### config.mk
export PLATFORM = sky130hd
export DESIGN_NAME = fifo_rd_master
export DESIGN_NICKNAME = d
export VERILOG_FILES = /design/src/rtl/rdm_pkg.sv /design/src/rtl/rdm_timer.sv /design/src/rtl/rdm_capture.sv /design/src/rtl/fifo_rd_master.sv
export SDC_FILE = /design/constraint.sdc
export NUM_CORES = 1
export LEC_CHECK = 0
export ABC_AREA = 1
export CORE_ASPECT_RATIO = 0.9
export CORE_MARGIN = 1.5
export CORE_UTILIZATION = 50
export CTS_BUF_LIST = sky130_fd_sc_hd__clkbuf_4
export DETAILED_ROUTE_END_ITERATION = 10
export PLACE_DENSITY = 0.86
export SYNTH_ARGS = -nofsm -noshare
export SYNTH_HDL_FRONTEND = slang
export SYNTH_SLANG_ARGS = --single-unit
export TNS_END_PERCENT = 30
### constraint.sdc
create_clock -name clk -period 1.75 [get_ports clk]
set_input_delay 0.35 -clock clk [delete_from_list [all_inputs] [get_ports clk]]
set_output_delay 0.35 -clock clk [all_outputs]
set_load 0.03 [all_outputs]
### src/rtl/rdm_pkg.sv
package rdm_pkg;
  typedef enum logic [2:0] {
    ST_IDLE,
    ST_SETUP,
    ST_CHECK,
    ST_STROBE,
    ST_RECOVER,
    ST_HOLD,
    ST_FINISH
  } rdm_state_t;

  function automatic int unsigned max2(input int unsigned a, input int unsigned b);
    return (a > b) ? a : b;
  endfunction
endpackage

### src/rtl/rdm_timer.sv
module rdm_timer #(
  parameter int TW = 4
) (
  input  logic          clk,
  input  logic          rst,
  input  logic          load,
  input  logic [TW-1:0] load_val,
  output logic          zero
);
  logic [TW-1:0] cnt;

  always_ff @(posedge clk) begin
    if (rst)             cnt <= '0;
    else if (load)       cnt <= load_val;
    else if (cnt != '0)  cnt <= cnt - 1'b1;
  end

  assign zero = (cnt == '0);
endmodule

### src/rtl/rdm_capture.sv
module rdm_capture #(
  parameter int DW    = 8,
  parameter int CNT_W = 8
) (
  input  logic             clk,
  input  logic             rst,
  input  logic             clear,
  input  logic             take,
  input  logic [DW-1:0]    bus,
  output logic [DW-1:0]    data,
  output logic             valid,
  output logic [CNT_W-1:0] count
);
  always_ff @(posedge clk) begin
    if (rst) begin
      data  <= '0;
      valid <= 1'b0;
      count <= '0;
    end else begin
      valid <= take;
      if (take) data <= bus;
      if (clear)     count <= '0;
      else if (take) count <= count + 1'b1;
    end
  end
endmodule

### src/rtl/fifo_rd_master.sv
module fifo_rd_master
  import rdm_pkg::*;
#(
  parameter int DW      = 8,
  parameter int AW      = 2,
  parameter int CNT_W   = 8,
  parameter int T_SETUP = 2,
  parameter int T_LOW   = 3,
  parameter int T_VALID = 2,
  parameter int T_HIGH  = 2,
  parameter int T_HOLD  = 2
) (
  input  logic             clk,
  input  logic             rst,
  input  logic             start,
  input  logic [AW-1:0]    rd_addr_in,
  input  logic [CNT_W-1:0] burst_len,
  input  logic             fifo_empty,
  input  logic [DW-1:0]    bus_in,
  output logic [AW-1:0]    fifo_addr,
  output logic             cs_n,
  output logic             oe_n,
  output logic             rd_n,
  output logic [DW-1:0]    rd_data,
  output logic             rd_valid,
  output logic             done,
  output logic [CNT_W-1:0] rd_count
);
  localparam int LOW_CYC = max2(T_LOW, T_VALID);
  localparam int MAX_D   = max2(max2(T_SETUP, LOW_CYC), max2(T_HIGH, T_HOLD));
  localparam int TW      = $clog2(MAX_D + 1) + 1;
  localparam logic [TW-1:0] D_SETUP = TW'(T_SETUP - 1);
  localparam logic [TW-1:0] D_LOW   = TW'(LOW_CYC - 1);
  localparam logic [TW-1:0] D_HIGH  = TW'(T_HIGH - 1);
  localparam logic [TW-1:0] D_HOLD  = TW'(T_HOLD - 1);

  rdm_state_t     st, nxt;
  logic           tmr_load, tmr_zero, take, clear;
  logic [TW-1:0]  tmr_val;
  logic [CNT_W-1:0] len_q;

  rdm_timer #(.TW(TW)) u_timer (
    .clk(clk), .rst(rst), .load(tmr_load), .load_val(tmr_val), .zero(tmr_zero)
  );

  rdm_capture #(.DW(DW), .CNT_W(CNT_W)) u_cap (
    .clk(clk), .rst(rst), .clear(clear), .take(take), .bus(bus_in),
    .data(rd_data), .valid(rd_valid), .count(rd_count)
  );

  always_comb begin
    nxt      = st;
    tmr_load = 1'b0;
    tmr_val  = '0;
    take     = 1'b0;
    clear    = 1'b0;
    unique case (st)
      ST_IDLE: if (start) begin
        clear = 1'b1;
        if (burst_len == '0) nxt = ST_FINISH;
        else begin
          nxt = ST_SETUP; tmr_load = 1'b1; tmr_val = D_SETUP;
        end
      end
      ST_SETUP: if (tmr_zero) nxt = ST_CHECK;
      ST_CHECK: begin
        tmr_load = 1'b1;
        if (fifo_empty) begin nxt = ST_HOLD;   tmr_val = D_HOLD; end
        else            begin nxt = ST_STROBE; tmr_val = D_LOW;  end
      end
      ST_STROBE: if (tmr_zero) begin
        take = 1'b1; nxt = ST_RECOVER; tmr_load = 1'b1; tmr_val = D_HIGH;
      end
      ST_RECOVER: if (tmr_zero) begin
        if (rd_count == len_q) begin
          nxt = ST_HOLD; tmr_load = 1'b1; tmr_val = D_HOLD;
        end else nxt = ST_CHECK;
      end
      ST_HOLD:   if (tmr_zero) nxt = ST_FINISH;
      ST_FINISH: nxt = ST_IDLE;
      default:   nxt = ST_IDLE;
    endcase
  end

  always_ff @(posedge clk) begin
    if (rst) begin
      st        <= ST_IDLE;
      len_q     <= '0;
      fifo_addr <= '0;
      cs_n      <= 1'b1;
      oe_n      <= 1'b1;
      rd_n      <= 1'b1;
      done      <= 1'b0;
    end else begin
      st   <= nxt;
      if (st == ST_IDLE && start) begin
        len_q     <= burst_len;
        fifo_addr <= rd_addr_in;
      end
      cs_n <= !(nxt inside {ST_SETUP, ST_CHECK, ST_STROBE, ST_RECOVER, ST_HOLD});
      oe_n <= !(nxt inside {ST_SETUP, ST_CHECK, ST_STROBE, ST_RECOVER});
      rd_n <= !(nxt == ST_STROBE);
      done <= (nxt == ST_FINISH);
    end
  end

  assert_addr_stable_R1: assert property (@(posedge clk) disable iff (rst)
    (!cs_n && $past(!cs_n)) |-> $stable(fifo_addr));
  assert_strobe_in_select_R2: assert property (@(posedge clk) disable iff (rst)
    !rd_n |-> !cs_n);
  assert_capture_after_strobe_R4: assert property (@(posedge clk) disable iff (rst)
    rd_valid |-> ($past(!rd_n) && rd_n));
  assert_oe_covers_strobe_R6: assert property (@(posedge clk) disable iff (rst)
    !rd_n |-> !oe_n);
  assert_done_deselected_R8: assert property (@(posedge clk) disable iff (rst)
    done |-> (cs_n && rd_n));
  assert_count_bound_R9: assert property (@(posedge clk) disable iff (rst)
    (st != ST_IDLE && st != ST_FINISH) |-> (rd_count <= len_q));
endmodule

---- Word level (Yosys, flattened, before mapping) ----
Index checks and enable logic that the tools add are counted.
operators by class
  equality and inequality tests ........... 12
  mux-type cells .......................... 27
  add/sub/neg operators ................... 2
  reductions and logical operators ........ 12
operators by type and width
  kind                                               number
  two-way mux 3 bit                                  10
  one-hot mux 3 bit (6 select lines)                 1
  == test 3 bit (second input constant)              5
  two-way mux 1 bit                                  13
  == test 3 x 2 -> 1 bit (second input constant)     4
  adder 8 x 1 -> 8 bit (second input constant)       1
  == test 8 bit                                      1
  logical NOT 8 bit                                  1
  one-hot mux 2 bit (4 select lines)                 1
  == test 3 x 1 -> 1 bit (second input constant)     2
  logical NOT 3 bit                                  2
  nonzero test 5 bit                                 1
  one-hot mux 1 bit (4 select lines)                 1
  nonzero test 4 bit                                 1
  logical NOT 1 bit                                  3
  nonzero test 3 bit                                 1
  subtractor 3 x 1 -> 3 bit (second input constant)  1
  two-way mux 2 bit                                  1
  nonzero test 2 bit                                 1
  OR reduction 2 bit                                 1
  logical AND 1 bit                                  1
storage, ports and cells
  register bits after elaboration ......... 37
  output and inout port bits .............. 23
  input bits .............................. 22
  word-level logic and storage cells ...... 64

---- Logic depth before layout (Yosys ltp) ----
  depth after elaboration ................. 7
  mapped depth ............................ 14
  depth with buffers taken out ............ 14

---- By module ----
A second synthesis with hierarchy kept.
second synthesis, totals
  cell total of the unflattened synthesis .. 273
  area, all modules ....................... 1,828.0 um^2
modules (own cells, without submodules)
  module          sequential area each (um^2)  instances  area an instance (um^2)  cells each
  fifo_rd_master  340.3                        1          974.7                    159
  rdm_capture     340.3                        1          654.4                    86
  rdm_timer       60.1                         1          198.9                    28

---- Worst setup path after synthesis ----
OpenSTA, ideal clock, no wires.
  path kind ............................... reg2reg
  from .................................... reg u_cap.count[5]
  to ...................................... reg cs_n
  setup time .............................. 0.109 ns
  path buffers ............................ 0
  arrival ................................. 1.428 ns
  path slack .............................. 0.213 ns
  period minus slack after synthesis ...... 1.537 ns
  cell stages (with the launch flop) ...... 11
  data required time ...................... 1.641 ns
  cell sequence ........................... dfxtp_1 > xnor2_1 > nand2_1 > nor2_1 > nand2_1 > nand2_1 > nand2_1 > a21oi_1 > nand2_1 > nand2_1 > inv_1
between the ends
  word-level cells in the longest chain between the ends .. 7
  elaborated cells between the ends (all ways) .. 11
  those cells by class .................... eq/ne: 6; mux: 3; reduce/logical: 2
RTL lines
  what                                                  line                   source
  start, declared                                       rdm_capture.sv:12      output logic [CNT_W-1:0] count
  start signal, assigned                                rdm_capture.sv:23      else if (take) count <= count + 1'b1;
  == test 8 bit (*)                                     fifo_rd_master.sv:75   if (rd_count == len_q) begin
  two-way mux 3 bit (*)                                 fifo_rd_master.sv:75
  two-way mux 3 bit (*)                                 fifo_rd_master.sv:74   ST_RECOVER: if (tmr_zero) begin
  one-hot mux 3 bit (6 select lines) (*)                fifo_rd_master.sv:57   unique case (st)
  == test 3 x 1 -> 1 bit, or another cell as far along  fifo_rd_master.sv:100  cs_n <= !(nxt inside {ST_SETUP, ST_CHECK, ST_STROBE, ST_RECOVER, ST_HOLD});
  nonzero test 5 bit (*)                                fifo_rd_master.sv:100
  logical NOT 1 bit (*)                                 fifo_rd_master.sv:100
  end signal, assigned                                  fifo_rd_master.sv:100
  end, declared                                         fifo_rd_master.sv:21   output logic cs_n,
Mark *: on every way between the ends. The rest lies on a longest branch, timed or not.
A chain may end at the register's enable or synchronous reset.

---- Final worst setup path ----
  from .................................... reg oe_n
  to ...................................... out oe_n
RTL lines
  what                    line                   source
  start, declared         fifo_rd_master.sv:22   output logic oe_n,
  start signal, assigned  fifo_rd_master.sv:101  oe_n <= !(nxt inside {ST_SETUP, ST_CHECK, ST_STROBE, ST_RECOVER});
No word-level cell between the ends.

==> impl_metrics.py <==
metrics = {
    "sta": {
        "final_hold_viol_count": 0,
        "min_period_ns": 1.706,
        "slew-limit-headroom_pct": 77.88,
        "finalClockSkew_ns": 0.009706,
        "worst_pin_slew_ns": 0.3313,
        "max_freq_mhz": 586.2,
        "period_share_pct": 97.48,
        "setup_violations": 0,
        "drv_slew": 0,
    },
    "cts": {
        "cts_buffers": 5,
        "cts.sinks": 37,
        "cts_buffer_depth": 2,
        "cts_root_buf": "clkbuf_4",
        "clk_pin_slew_worst_paths_ns": 0.11,
        "ctsHoldBuffers": 0,
        "htreeDepth": 2,
        "cts_tree": "done",
        "clk_latency_ns": 0.34,
    },
    "setup_path": {
        "worstPathRequired_ns": 1.40,
        "path_class": "flop to primary output",
        "critPathBufInv": 1,
        "crit_slowest_cell": "clkdlybuf4s50_1",
        "worst_setup_path_end_kind": "primary output",
        "crit_arrival_ns": 1.36,
        "cp-start-kind": "flop",
        "slowest_delay_ns": 0.67,
        "crit_chain": "clkdlybuf4s50_1",
        "crit_fanout": 1,
        "crit_family": "buffers and inverters",
    },
    "die": {
        "start_util_pct": 51.75,
        "fp-row-count": 20,
        "io_pins": 45,
        "die_w_um": 65.10,
        "die_h_um": 58.89,
        "fp.dieArea_um2": 3834,
        "coreArea_um2": 3353,
    },
    "power_and_ir_drop": {
        "power_mw": 2.901,
        "power.density_nw_per_um2": 1206,
        "peakVddDrop_v": 0.0008646,
        "p_leak_nw": 1.207,
    },
    "job": {
        "maxCapViolCount": 0,
    },
    "synthesis": {
        "synth_cell_types": 30,
        "synth_top_cell_area_share_pct": 42.68,
        "synth_cells": 246,
        "synth_largest_area_cell": "dfxtp_1",
        "ys_ff_latch": 37,
        "seq_area_frac_synth_pct": 42.68,
        "synth_warnings": 0,
        "syn_area_um2": 1735,
        "syn_nets": 271,
        "synth_area_per_cell_um2": 7.055,
        "synthTopCellsByArea": "dfxtp_1 (43%), nor2_1 (12%), nand2_1 (10%)",
    },
    "outcome": {
        "status": "finished clean",
    },
    "placement": {
        "dp_hpwl_um": 2988,
        "numPortBuffers": 44,
        "gp_congestion": 0.8592,
        "placedInstanceArea_um2": 2280,
    },
    "cells_and_area": {
        "num_antenna_cells": 0,
        "final_cell_mix": "nor2_1 (54), nand2_1 (48), dfxtp_1 (35), clkdlybuf4s50_1 (26), o21ai_0 (25)",
        "register_area_um2": 743.2,
        "drive_gt1_share_pct": 14.14,
        "fillers": 299,
        "fin_util_pct": 71.72,
        "final_common_cell": "nor2_1",
        "fin_area_um2": 2405,
        "syn2layout_area_growth_pct": 38.57,
        "final_net_count": 329,
        "multi_input_area_um2": 865.8,
    },
    "global_routing": {
        "grt_pass1_wl_um": 6417,
        "gr-total-overflow": 0,
        "grt_max_degree": 13,
        "grt_pass1_vias": 1489,
        "grt_util_all_layers_pct": 22.13,
        "antenna_found_initial": 0,
    },
    "drt": {
        "drc": 0,
        "wire_per_inst_um": 11.43,
        "drtIter0Drc": 99,
        "vias_per_cell": 4.888,
        "vias": 1701,
        "drt-pass1-iter-count": 4,
        "postRouteAntennaNets": 0,
        "wl_um": 3977,
    },
    "worst_hold_path": {
        "min_path_type": "flop to flop",
    },
}
## cell usage after synthesis
master,count
ha_1,3
o21ai_2,1
inv_2,4
clkbuf_1,3
buf_1,1
inv_6,1
nor2_2,3
nor4_1,1
xor2_1,1
xnor2_1,5
nor3_2,1
buf_2,1
o21ai_0,25
nand2_2,1
nor2_1,54
a21oi_1,12
nand3_1,9
buf_6,1
nand2_4,1
nor2_4,2
nor3_1,1
nand3_2,1
nand2_1,48
or2_2,1
dfxtp_1,37
or2_0,1
nor3_4,1
inv_1,22
nand4_1,3
nor3b_1,1
## path summary, 6_finish.rpt
path,from,to,slack (ns),depth (start not counted)
setup / recovery,oe_n,oe_n,0.04,1
hold / removal,u_cap.data[0],u_cap.data[0],0.49,2
hold reg to reg,u_cap.data[0],u_cap.data[0],0.49,2
setup reg to reg,u_timer.cnt[0],oe_n,0.10,13
## state kept, by name, indices dropped and copies added, names as in the netlist
signal / flops
cs_n: 1
done: 1
fifo_addr: 2
len_q: 8
oe_n: 1
rd_n: 1
st: 3
u_cap.count: 8
u_cap.data: 8
u_cap.valid: 1
u_timer.cnt: 3
## kinds of logic after synthesis
kind of cell	Yosys count	share of synthesized area, %
adders and majority gates	3	2.163
DFF	37	42.68
buffers and inverters	33	7.930
xor gates and xnor gates	6	3.028
AOI/OAI and AO/OA	38	11.18
and+or+nand+nor	129	33.02
## report_power, final
part	switching (mW)	total [mW]	leakage, nW	internal, mW
sequential	0.103	1.10	0.303	0.994
clock	0.271	0.562	0.0410	0.291
combinational	0.717	1.24	0.863	0.525
total	1.09	2.90	1.21	1.81
## timing repair
action / in CTS / in global routing
setup endpoints to repair: 9 / 13
gates cloned: 0 / 0
buffers inserted: 0 / 4
gates resized for setup: 9 / 15
pin swaps: 0 / 3
## per-layer routing
metal | track usage (%) | share of wire (%) | vias up
li1 | - | - | 888
met1 | 28.81 | 45 | 749
met2 | 34.61 | 46 | 58
met3 | 6.692 | 6.9 | 6
met4 | 9.226 | 1.3 | 0
met5 | 0 | 0 | -
## cell type report
type / count / share of cell area (%)
repair buffers: 57 / 23.36
flip-flops and latches: 37 / 30.91
clock inverters: 2 / 1.457
multi-input cells: 176 / 36.00
well taps: 44 / 2.289
clock buffers: 5 / 1.561
inverters: 27 / 4.422
## per-stage QoR
stage | cells | setup slack [ns] | TNS, ns | hold WS (ns)
2_1_floorplan | 246 | 0.2128 | 0 | 0.4440
3_3_place_gp | 337 | -0.03631 | -0.06954 | 0.4556
5_1_grt | 348 | -0.07762 | -0.1409 | 0.5074
4_1_cts | 344 | 0.009124 | 0 | 0.4868
6_report | 348 | 0.04405 | 0 | 0.4889
3_5_place_dp | 337 | -0.07245 | -0.1461 | 0.4712
Note: power is estimated with default switching activity, not from simulation.
